$ cat config.mk
export PLATFORM = sky130hd
export DESIGN_NAME = comp_pwm_drive
export DESIGN_NICKNAME = d
export VERILOG_FILES = /design/src/rtl/comp_pwm_pkg.sv /design/src/rtl/cpd_moe_ctrl.sv /design/src/rtl/cpd_deadtime.sv /design/src/rtl/cpd_idle_timer.sv /design/src/rtl/cpd_out_sel.sv /design/src/rtl/comp_pwm_drive.sv
export SDC_FILE = /design/constraint.sdc
export NUM_CORES = 1
export LEC_CHECK = 0
export BUFFER_PORTS_ARGS = -buffer_cell sky130_fd_sc_hd__buf_2
export CAP_MARGIN = 10
export CORE_UTILIZATION = 50
export CTS_BUF_LIST = sky130_fd_sc_hd__clkbuf_8 sky130_fd_sc_hd__clkbuf_16
export DETAILED_ROUTE_END_ITERATION = 6
export PLACE_DENSITY = 0.74
export SYNTH_ARGS = -nofsm -noshare
export SYNTH_HDL_FRONTEND = slang
export SYNTH_SLANG_ARGS = --single-unit
$ cat constraint.sdc
create_clock -name clk -period 2.8 [get_ports clk]
set_clock_uncertainty 0.2 [all_clocks]
set_input_delay 0.56 -clock clk [delete_from_list [all_inputs] [get_ports clk]]
set_output_delay 0.56 -clock clk [all_outputs]
set_load 0.05 [all_outputs]
$ cat src/rtl/comp_pwm_pkg.sv
package comp_pwm_pkg;

  // Per-output behaviour while the main enable is on
  typedef enum logic [1:0] {
    DRV_HIZ   = 2'd0,
    DRV_INACT = 2'd1,
    DRV_REF   = 2'd2,
    DRV_PAIR  = 2'd3
  } drv_mode_e;

  // Decode of the run-state behaviour for one output
  function automatic drv_mode_e run_mode(input logic own_en,
                                         input logic other_en,
                                         input logic run_off);
    if (own_en && other_en)        return DRV_PAIR;
    else if (own_en)               return DRV_REF;
    else if (other_en && run_off)  return DRV_INACT;
    else                           return DRV_HIZ;
  endfunction

  // An output is active when its level differs from its polarity bit
  function automatic logic is_active(input logic lvl, input logic pol);
    return lvl ^ pol;
  endfunction

  // Idle levels are usable only if they do not make both outputs active
  function automatic logic idle_pair_ok(input logic idle_p, input logic pol_p,
                                        input logic idle_n, input logic pol_n);
    return !(is_active(idle_p, pol_p) && is_active(idle_n, pol_n));
  endfunction

  // Next value of a down-counter that reloads on a trigger
  function automatic logic [15:0] dt_next(input logic [15:0] cur,
                                          input logic        reload,
                                          input logic [15:0] load_val);
    if (reload)          return load_val;
    else if (cur != '0)  return cur - 16'd1;
    else                 return cur;
  endfunction

endpackage

$ cat src/rtl/cpd_moe_ctrl.sv
module cpd_moe_ctrl (
  input  logic clk,
  input  logic rst_n,
  input  logic set_i,
  input  logic clr_i,
  input  logic brk_i,
  output logic moe_q_o,
  output logic moe_eff_o
);

  logic moe_q;

  always_ff @(posedge clk or negedge rst_n) begin
    if (!rst_n)      moe_q <= 1'b0;
    else if (brk_i)  moe_q <= 1'b0;
    else if (set_i)  moe_q <= 1'b1;
    else if (clr_i)  moe_q <= 1'b0;
  end

  assign moe_q_o   = moe_q;
  assign moe_eff_o = moe_q & ~brk_i;

  // break clears the register at the next edge
  a_r9_brk_clears: assert property (@(posedge clk) disable iff (!rst_n)
    brk_i |=> !moe_q);

  // the enable rises only on a set write without break
  a_r10_set_by_write: assert property (@(posedge clk) disable iff (!rst_n)
    $rose(moe_q) |-> ($past(set_i) && !$past(brk_i)));

endmodule

$ cat src/rtl/cpd_deadtime.sv
module cpd_deadtime #(
  parameter int DT_W = 8
) (
  input  logic            clk,
  input  logic            rst_n,
  input  logic            ref_i,
  input  logic [DT_W-1:0] dtime_i,
  output logic            ref_q_o,
  output logic            p_act_o,
  output logic            n_act_o
);
  import comp_pwm_pkg::*;

  logic            ref_q;
  logic [DT_W-1:0] cnt;
  logic            ref_edge;
  logic            dt_done;
  logic [15:0]     cnt_nxt;

  assign ref_edge = ref_i ^ ref_q;
  assign cnt_nxt  = dt_next(16'(cnt), ref_edge, 16'(dtime_i));

  always_ff @(posedge clk or negedge rst_n) begin
    if (!rst_n) begin
      ref_q <= 1'b0;
      cnt   <= '0;
    end else begin
      ref_q <= ref_i;
      cnt   <= cnt_nxt[DT_W-1:0];
    end
  end

  assign dt_done = (cnt == '0);
  assign ref_q_o = ref_q;
  assign p_act_o = ref_q & dt_done;
  assign n_act_o = ~ref_q & dt_done;

  // the main side turns active only after a wait at high reference
  a_r4_p_rise_waits: assert property (@(posedge clk) disable iff (!rst_n)
    $rose(p_act_o) |-> ($past(ref_q) || ($past(dtime_i) == '0)));

  // the complementary side turns active only after a wait at low reference
  a_r4_n_rise_waits: assert property (@(posedge clk) disable iff (!rst_n)
    $rose(n_act_o) |-> (!$past(ref_q) || ($past(dtime_i) == '0)));

endmodule

$ cat src/rtl/cpd_idle_timer.sv
module cpd_idle_timer #(
  parameter int DT_W = 8
) (
  input  logic            clk,
  input  logic            rst_n,
  input  logic            moe_eff_i,
  input  logic [DT_W-1:0] dtime_i,
  output logic            ready_o
);
  import comp_pwm_pkg::*;

  logic [DT_W-1:0] cnt;
  logic            ready_q;
  logic [15:0]     cnt_nxt;

  assign cnt_nxt = dt_next(16'(cnt), moe_eff_i, 16'(dtime_i));

  always_ff @(posedge clk or negedge rst_n) begin
    if (!rst_n) begin
      cnt     <= '0;
      ready_q <= 1'b0;
    end else begin
      cnt     <= cnt_nxt[DT_W-1:0];
      ready_q <= ~moe_eff_i & (cnt == '0);
    end
  end

  assign ready_o = ready_q & ~moe_eff_i;

  // idle levels never appear unless the enable was already off
  a_r7_idle_after_wait: assert property (@(posedge clk) disable iff (!rst_n)
    ready_o |-> !$past(moe_eff_i));

endmodule

$ cat src/rtl/cpd_out_sel.sv
module cpd_out_sel (
  input  logic moe_eff_i,
  input  logic idle_off_i,
  input  logic run_off_i,
  input  logic own_en_i,
  input  logic other_en_i,
  input  logic pol_i,
  input  logic idle_lvl_i,
  input  logic idle_ok_i,
  input  logic idle_ready_i,
  input  logic ref_q_i,
  input  logic pair_act_i,
  output logic lvl_o,
  output logic oe_o
);
  import comp_pwm_pkg::*;

  drv_mode_e mode;
  assign mode = run_mode(own_en_i, other_en_i, run_off_i);

  always_comb begin
    lvl_o = 1'b0;
    oe_o  = 1'b0;
    if (moe_eff_i) begin
      case (mode)
        DRV_INACT: begin oe_o = 1'b1; lvl_o = pol_i; end
        DRV_REF:   begin oe_o = 1'b1; lvl_o = ref_q_i ^ pol_i; end
        DRV_PAIR:  begin oe_o = 1'b1; lvl_o = pair_act_i ^ pol_i; end
        default:   begin oe_o = 1'b0; lvl_o = 1'b0; end
      endcase
    end else if (idle_off_i && (own_en_i || other_en_i)) begin
      oe_o  = 1'b1;
      lvl_o = (idle_ready_i && idle_ok_i) ? idle_lvl_i : pol_i;
    end
  end

endmodule

$ cat src/rtl/comp_pwm_drive.sv
module comp_pwm_drive #(
  parameter int DT_W = 8
) (
  input  logic            clk,
  input  logic            rst_n,
  input  logic            ref_i,
  input  logic            en_p_i,
  input  logic            en_n_i,
  input  logic            pol_p_i,
  input  logic            pol_n_i,
  input  logic            idle_p_i,
  input  logic            idle_n_i,
  input  logic            run_off_i,
  input  logic            idle_off_i,
  input  logic [DT_W-1:0] dtime_i,
  input  logic            moe_set_i,
  input  logic            moe_clr_i,
  input  logic            brk_i,
  output logic            moe_o,
  output logic            out_p_o,
  output logic            out_p_oe_o,
  output logic            out_n_o,
  output logic            out_n_oe_o
);
  import comp_pwm_pkg::*;

  localparam int NUM_OUT = 2;

  logic moe_eff;
  logic ref_q;
  logic p_act, n_act;
  logic idle_ready;
  logic idle_ok;

  logic [NUM_OUT-1:0] en_v, pol_v, idle_v, pair_v, lvl_v, oe_v;

  assign en_v   = {en_n_i, en_p_i};
  assign pol_v  = {pol_n_i, pol_p_i};
  assign idle_v = {idle_n_i, idle_p_i};
  assign pair_v = {n_act, p_act};
  assign idle_ok = idle_pair_ok(idle_p_i, pol_p_i, idle_n_i, pol_n_i);

  cpd_moe_ctrl i_moe (
    .clk       (clk),
    .rst_n     (rst_n),
    .set_i     (moe_set_i),
    .clr_i     (moe_clr_i),
    .brk_i     (brk_i),
    .moe_q_o   (moe_o),
    .moe_eff_o (moe_eff)
  );

  cpd_deadtime #(.DT_W(DT_W)) i_dt (
    .clk     (clk),
    .rst_n   (rst_n),
    .ref_i   (ref_i),
    .dtime_i (dtime_i),
    .ref_q_o (ref_q),
    .p_act_o (p_act),
    .n_act_o (n_act)
  );

  cpd_idle_timer #(.DT_W(DT_W)) i_idle (
    .clk       (clk),
    .rst_n     (rst_n),
    .moe_eff_i (moe_eff),
    .dtime_i   (dtime_i),
    .ready_o   (idle_ready)
  );

  for (genvar g = 0; g < NUM_OUT; g++) begin : g_out
    cpd_out_sel i_sel (
      .moe_eff_i    (moe_eff),
      .idle_off_i   (idle_off_i),
      .run_off_i    (run_off_i),
      .own_en_i     (en_v[g]),
      .other_en_i   (en_v[NUM_OUT-1-g]),
      .pol_i        (pol_v[g]),
      .idle_lvl_i   (idle_v[g]),
      .idle_ok_i    (idle_ok),
      .idle_ready_i (idle_ready),
      .ref_q_i      (ref_q),
      .pair_act_i   (pair_v[g]),
      .lvl_o        (lvl_v[g]),
      .oe_o         (oe_v[g])
    );
  end

  assign out_p_o    = lvl_v[0];
  assign out_p_oe_o = oe_v[0];
  assign out_n_o    = lvl_v[1];
  assign out_n_oe_o = oe_v[1];

  // never both outputs driven active together
  a_r11_no_dual_active: assert property (@(posedge clk) disable iff (!rst_n)
    (out_p_oe_o && out_n_oe_o) |->
      !(is_active(out_p_o, pol_p_i) && is_active(out_n_o, pol_n_i)));

  // floating outputs while off without idle off-state
  a_r6_idle_float: assert property (@(posedge clk) disable iff (!rst_n)
    (!moe_eff && !idle_off_i) |-> (!out_p_oe_o && !out_n_oe_o && !out_p_o && !out_n_o));

  // break forces the inactive levels before the idle wait ends
  a_r9_break_forces: assert property (@(posedge clk) disable iff (!rst_n)
    (brk_i && idle_off_i && (en_p_i || en_n_i) && !idle_ready) |->
      (out_p_oe_o && out_n_oe_o && (out_p_o == pol_p_i) && (out_n_o == pol_n_i)));

endmodule

### Yosys cells after proc, flatten, opt, wreduce, memory -nomap -nowiden

Index checks and enable logic that the tools add are counted.

* add/subtract/negate cells: 2
* equal/unequal tests: 6
* multiplexer cells: 26
* bitwise operators: 15
* reductions and logical operators: 17

Operators with widths (number)
* 8-bit two-way mux: 4
* 8-bit logical NOT: 2
* 1-bit two-way mux: 16
* 8-bit nonzero test: 2
* 8-bit by 1-bit subtractor with 8-bit output, second input constant: 2
* 2-bit == test, second input constant: 4
* 2-bit two-way mux: 4
* 1-bit bitwise XOR: 7
* 1-bit logical AND: 6
* 1-bit one-hot mux with 3 select lines: 2
* 3-bit OR reduction: 2
* 1-bit AND: 5
* 2-bit by 1-bit == test with 1-bit output, second input constant: 2
* 2-bit nonzero test: 2
* 1-bit inverter: 3
* 3-bit nonzero test: 1
* 1-bit logical NOT: 1
* 1-bit logical OR: 1

* register bits after elaboration: 19
* input bits: 22
* output and inout port bits: 5
* logic and storage cells: 71

### Longest topological paths before layout

Gate-level depths: netlist of the first run.

* depth after elaboration: 8
* gate-level depth with buffers: 6
* mapped depth without buffers: 6

### By module

Synthesis of the first run repeated with hierarchy kept, for this count alone.

* cell total of the unflattened synthesis: 152
* area total of the unflattened synthesis: 1336.3 um^2

Modules (own cells, without submodules)
* cpd_deadtime: times used 1, cells each 62, area an instance 541.8 um^2, seq. area each 225.2 um^2
* cpd_idle_timer: times used 1, cells each 54, area an instance 530.5 um^2, seq. area each 225.2 um^2
* cpd_out_sel: times used 2, cells each 14, area an instance 96.3 um^2, seq. area each 0.0 um^2
* cpd_moe_ctrl: times used 1, cells each 5, area an instance 50.0 um^2, seq. area each 25.0 um^2
* comp_pwm_drive: times used 1, cells each 3, area an instance 21.3 um^2, seq. area each 0.0 um^2

### Worst setup path before layout of the first run

Ideal clock, no wire load.

* path type: reg2out
* start point: register i_dt.cnt[0]
* end point: output port out_p_o
* arrival: 2640 ps
* data required time: 2040 ps
* setup slack: -600 ps
* cell stages (with the launch flop): 7
* path buffers: 0
* cell sequence: dfrtp_1 -> inv_1 -> ha_1 -> nor3b_1 -> nand4_1 -> and3_1 -> o32ai_1

* longest elaborated chain between the ends: 5

Ends and longest elaborated chain
* from (decl): RTL line cpd_deadtime.sv:15 `logic [DT_W-1:0] cnt;`
* from (signal assigned): RTL line cpd_deadtime.sv:29 `cnt <= cnt_nxt[DT_W-1:0];`
* 8-bit logical NOT: RTL line cpd_deadtime.sv:33 `assign dt_done = (cnt == '0);`
* 1-bit AND: RTL line cpd_deadtime.sv:35 `assign p_act_o = ref_q & dt_done;`
* 1-bit bitwise XOR: RTL line cpd_out_sel.sv:28 `DRV_PAIR: begin oe_o = 1'b1; lvl_o = pair_act_i ^ pol_i; end`
* 1-bit one-hot mux with 3 select lines: RTL line cpd_out_sel.sv:25 `case (mode)`
* 1-bit two-way mux: RTL line cpd_out_sel.sv:24 `if (moe_eff_i) begin`
* to (decl): RTL line comp_pwm_drive.sv:20 `output logic out_p_o,`

No other way between the ends.

### Worst setup path in the final report of the first run

* start point: register i_dt.cnt[1]
* end point: output port out_p_o

The elaborated chain is that of the path after synthesis.

==> results of run 1 <==
==> cells in the final DEF (no fill, tap or decap), types with 2 or more instances in the layout <==
cell type  netlist  layout
nor2b_1          5       5
nand3_1          6       6
and3_1           2       2
dfrtp_1         19      19
xnor2_1          5       5
o22ai_1          3       2
inv_2            0       2
nand2_1         12      11
ha_1             4       3
o21ai_0         13      12
nor3_1           2       2
mux2i_1          5       5
buf_4            0       8
nand2b_1         4       4
nand4_1          3       3
inv_1            7       6
a31oi_1          3       3
a21oi_1         12      12
buf_2            0      25
or4_4            2       2
nor2_1          11      11
xor2_1           2       2
clkbuf_8         0       3
nor4_1           2       2
o21ai_1          2       3
==> cell families after synthesis <==
logic type,Yosys count
AOI/OAI and AO/OA,42
xor gates and xnor gates,7
adders and majority gates,4
buffers and inverters,13
DFF,19
muxes,6
and+or+nand+nor,53
==> layer usage <==
layer	wire length, um	vias to the layer above	global-route usage (%)
li1	-	586	-
met1	1340	588	27.7
met2	1450	40	43.1
met3	133	8	4.68
met4	63	0	14.4
met5	0	-	0
==> state kept, by name (all words and copies together), names as in the netlist <==
signal,count
i_dt.ref_q_o,1
i_dt.cnt,8
i_idle.ready_q,1
i_idle.cnt,8
i_moe.moe_q_o,1
==> worst max-delay path by stage <==
stage | to | startpoint | cells past startpoint | slack (ps)
2_1_floorplan | out_n_oe_o | i_moe.moe_q_o | 4 | -170
3_5_place_dp | out_p_o | i_dt.cnt[0] | 8 | 170
6_report | out_p_o | i_dt.cnt[1] | 8 | 120
5_1_grt | out_p_o | i_dt.cnt[1] | 8 | 20
3_3_place_gp | out_p_o | i_dt.cnt[0] | 8 | 250
4_1_cts | out_p_o | i_dt.cnt[1] | 8 | 20
==> stage by stage <==
stage | util, % | total power [mW] | instances
2_1_floorplan | - | 0.655 | 144
3_3_place_gp | 62.7 | 0.738 | 196
3_5_place_dp | 62.7 | 0.756 | 196
4_1_cts | 66.0 | 0.961 | 202
5_1_grt | 67.2 | 1.05 | 204
6_report | 67.2 | 0.987 | 204
==> critical path, cell delays in order, from the launching register on <==
cell	delay (ps)
dfrtp_1	400
inv_2	80
ha_4	170
nor3b_2	140
buf_4	150
nand2_2	130
a21oi_1	110
o32ai_2	280
buf_6	200
==> layout make-up <==
cell class                 instances  area, um^2
inverter                           7        26.3
clock inverter                     1        3.75
multi-input combinational        112         737
tap                               28        35.0
fill                             202         739
sequential                        19         475
clock buffer                       3        41.3
timing repair buffer              34         196
==> repair_timing <==
action,4_1_cts,5_1_grt
setup endpoints to repair,2,2
buffers inserted,2,2
gates resized for setup,4,5
pin swaps,0,1
==> Yosys cell counts, types with 2 or more instances <==
cell,instances
inv_1,7
or4_4,2
clkbuf_1,6
mux2i_1,5
ha_1,4
nor2b_1,5
nand4_1,3
a31oi_1,3
nand2b_1,4
o21ai_1,2
xnor2_1,5
nand2_1,12
nor3_1,2
xor2_1,2
and3_1,2
o32ai_1,2
dfrtp_1,19
nor4_1,2
o21ai_0,13
a21oi_1,12
nor2_1,11
o22ai_1,3
nand3_1,6
==> power by group <==
group	switching, mW	internal [mW]
registers	0.0861	0.348
clock network	0.0946	0.0978
logic	0.187	0.174
total	0.368	0.619
==> reports/qor.txt, run 1 <==
outcome: complete, no violations
Distinct cells, synth: 35
post-synth top area share: 38.7%
DRT Wirelength: 2980 um
P_leak: 0.700 nW
Adder-Cell Fraction of Synth Area: 4.08%
reg2reg path depth: 4
top cells by area in the synthesized netlist: dfrtp_1 (39%), o21ai_0 (5.3%), a21oi_1 (4.9%)
Via Count: 1222
Final nets: 203
Synth Warn #: 0
total gr overflow: 0
Reg clk slew, reported paths: 70 ps
Avg Cell Area, Syn: 8.52 um^2
number of global-route vias before repair: 1151
Synth Flop Type: dfrtp_1
vias per inst: 5.99
critical path data required time: 2040 ps
layout overhead on the synthesized area: 23.4%
Fmax achieved: 374 MHz
Chip Width: 51.5 um
clock sinks: 19
clk root buf: clkbuf_8
number of enable flip-flop cells after synthesis: 0
hold_buf cts: 0
count of pins over their slew limit: 0
Post-Syn Area: 1230 um^2
Hold Vio Cnt, Final: 0
final instance area: 1520 um^2
largest net degree at the start of global routing: 20
Antenna Nets Post-Route: 0
drt pass-1 iters: 4
Residual DRC: 0
period utilisation layout: 95.5%
boundary pin count: 27
max-cap viol count: 0
area of the die: 2660 um^2
share of cells above drive strength 1: 27.3%
gpl congestion: 0.780
TNS Setup: 0 ps
Critical Path Start Type: register
H-Tree Level Count: 1
Slew HR: 71.0%
Synth Area in Simple Gates: 23.0%
mux cell area share after synthesis: 4.99%
Port Buffers: 26
Bufs on Longest Clock Path: 2
DRT iter0 DRCs: 25
worst-path fanout max: 5
first-pass GRT wire length: 4790 um
FFs w/ async S/R, synth: 100%
die height: 51.5 um
CP arrival: 1920 ps
critical path class: register to output port
actual slew at the worst max-slew pin: 435 ps
DP Worst Slack: 171 ps
RSZ-0062 raised after global routing: false
initial core utilization: 54.4%
initial antenna violation count: 0
Placed Instance Area: 1410 um^2
post-route minimum period: 2680 ps
reg2reg setup slack: 600 ps
Setup WS post-layout: 125 ps
largest family of logic cells by synthesized area: simple AND/OR/NAND/NOR gates
clock latency on the worst-skew pair: 260 ps
antenna cell count: 0
Rows: 17
core box area: 2250 um^2
pwr dens: 652 nW/um^2
post-synthesis net count: 170
Peak supply drop: 352 uV
dominant cell type by area after synthesis: dfrtp_1
CTS tree: done
Reg2Reg Launch Point: i_dt.cnt[1]
final setup fails: 0
complex-gate fraction of the synthesized area: 20.2%
clock buffer count from CTS: 3
wire per inst: 14.6 um
Crit. End Element: output port
sequential-to-total area share from yosys stat: 38.7%
post-synthesis xor/xnor area fraction: 4.99%
worst hold path class: input pin to async pin
Global Route Usage Sum: 24.7%
Synth Instances: 144
Reg2Reg Capture Point: i_dt.cnt[7]
post-synthesis register bit count: 19
final hold slack: 28.9 ps
Note: power is estimated with default switching activity, not from simulation.
==> inputs of run 2 (changes only) <==
CELL_PAD_IN_SITES_DETAIL_PLACEMENT = 2   (was default)
CELL_PAD_IN_SITES_GLOBAL_PLACEMENT = 2   (was default)
CORE_UTILIZATION = 31   (was 50)
PLACE_DENSITY = default   (was 0.74)
PLACE_DENSITY_LB_ADDON = 0.1   (was default)
SLEW_MARGIN = 20   (was default)
==> run 2 against run 1 <==
Against the previous run: global-route usage down 3.9 points; wire length rose by 37%; setup slack lost 1.4 ps; critical path type unchanged; critical endpoint unchanged.
==> reports/qor.txt, run 2 (synthesis results as in run 1) <==
CP arrival: 1920 ps
initial core utilization: 33.0%
DRT Wirelength: 4090 um
critical path data required time: 2040 ps
period utilisation layout: 95.6%
CP max stage delay: 450 ps
reg2reg setup slack: 490 ps
final setup fails: 0
TNS Setup: 0 ps
critical path, cell by cell: nor4_4, buf_4, nand4_1, and3_1, o32ai_2, buf_6
critical path class: register to output port
total chip power: 1.04 mW
most common cell after layout, fill and taps aside: buf_2
Critical Path Start Type: register
wire per inst: 18.1 um
Slew HR: 70.2%
vias per inst: 5.53
CTS tree: done
gpl congestion: 0.839
DRT iter0 DRCs: 34
worst hold path class: input pin to async pin
worst path bufs/invs: 2
most frequent cells in the layout: buf_2 (25), dfrtp_1 (19), a21oi_1 (12), o21ai_0 (12)
Crit. End Element: output port
Psw: 410 uW
Reg2Reg Capture Point: i_dt.cnt[7]
Pint: 634 uW
post-route minimum period: 2680 ps
HPWL after detailed placement: 3020 um
first-pass GRT wire length: 6490 um
count of pins over their slew limit: 0
Stages on worst setup path: 6
layout overhead on the synthesized area: 28.4%
Peak supply drop: 321 uV
fill count: 428
P_leak: 0.714 nW
crit-path leading delay family: simple AND/OR/NAND/NOR gates
Reg power frac: 42.5%
Port Buffers: 26
Slowest cell on crit path: dfrtp_1
sequential cell area: 475 um^2
reg2reg path depth: 5
max-cap viol count: 0
pwr dens: 662 nW/um^2
Antenna Nets Post-Route: 0
Combinational Power Share: 39.3%
die height: 64.9 um
clock latency on the worst-skew pair: 260 ps
boundary pin count: 27
H-Tree Level Count: 1
Bufs on Longest Clock Path: 2
Reg clk slew, reported paths: 70 ps
total gr overflow: 0
number of global-route vias before repair: 1362
largest net degree at the start of global routing: 20
clock buffer count from CTS: 3
core box area: 3720 um^2
Rows: 22
actual slew at the worst max-slew pin: 447 ps
antenna cell count: 0
clock sinks: 19
clock power share: 18.2%
Via Count: 1250
top flop regs: i_dt.cnt x8, i_idle.cnt x8
Reg2Reg Launch Point: i_dt.cnt[0]
area of the multi-input gates: 758 um^2
share of cells above drive strength 1: 28.7%
clk root buf: clkbuf_8
Hold Vio Cnt, Final: 0
Chip Width: 64.9 um
Residual DRC: 0
initial antenna violation count: 0
CP Launch Point: i_dt.cnt[5]
RSZ-0062 raised after global routing: false
worst-path fanout max: 5
Global Route Usage Sum: 20.7%
area of the die: 4220 um^2
outcome: complete, no violations
Fmax achieved: 374 MHz
Final nets: 205
Switching Fraction: 39.2%
drt pass-1 iters: 4
run 2: changes by cell type in the layout (fill, tap and decap cells not counted):
cell     change
nor4_4       +1
nor3b_4      +1
nor3b_2      -1
buf_4        +2
nor4_1       -1
run 2: final cells by class:
| type | instances | share of cell area [%] |
|---|---|---|
| clock buffer | 3 | 2.62 |
| sequential | 19 | 30.2 |
| timing repair buffer | 36 | 13.4 |
| inverter | 7 | 1.67 |
| clock inverter | 1 | 0.238 |
| multi-input combinational | 112 | 48.1 |
| tap | 48 | 3.81 |
run 2: per-layer routing:
layer | vias up | GRT usage, % | part of all wire, %
met3 | 9 | 2.11 | 3.4
met1 | 624 | 21.8 | 41
met4 | 0 | 8.89 | 2.7
met5 | - | 0 | 0
met2 | 28 | 40.8 | 53
li1 | 589 | - | -
run 2: power by group through the flow:
stage | sequential, mW | clock, mW | combinational (mW)
after CTS | 0.438 | 0.196 | 0.400
after floorplan | 0.416 | 0 | 0.239
final | 0.443 | 0.190 | 0.411
after global routing | 0.457 | 0.208 | 0.452
after global placement | 0.430 | 0 | 0.325
after detailed placement | 0.440 | 0 | 0.357
run 2: what timing repair did:
action / 4_1_cts / 5_1_grt
gates cloned: 0 / 0
setup endpoints to repair: 2 / 2
pin swaps: 0 / 1
buffers inserted: 3 / 2
hold buffers: 0 / 0
gates resized for setup: 9 / 3
run 2: per-stage QoR:
step,setup slack [ps],hold slack [ps],std cells,utilization (%),area [um^2]
global route,7.36,62.8,226,42.4,1580
floorplan,-169,64.4,144,-,1240
CTS,14.6,55.8,224,41.8,1550
global placement,216,296,217,38.9,1450
finish,123,38.6,226,42.4,1580
detailed placement,49.3,311,217,38.9,1450
run 2: worst max-delay path by stage:
stage / endpoint / slack [ps]
finish: out_p_o / 120
global route: out_p_o / 7
global placement: out_p_o / 220
floorplan: out_n_oe_o / -170
CTS: out_p_o / 10
detailed placement: out_n_o / 50
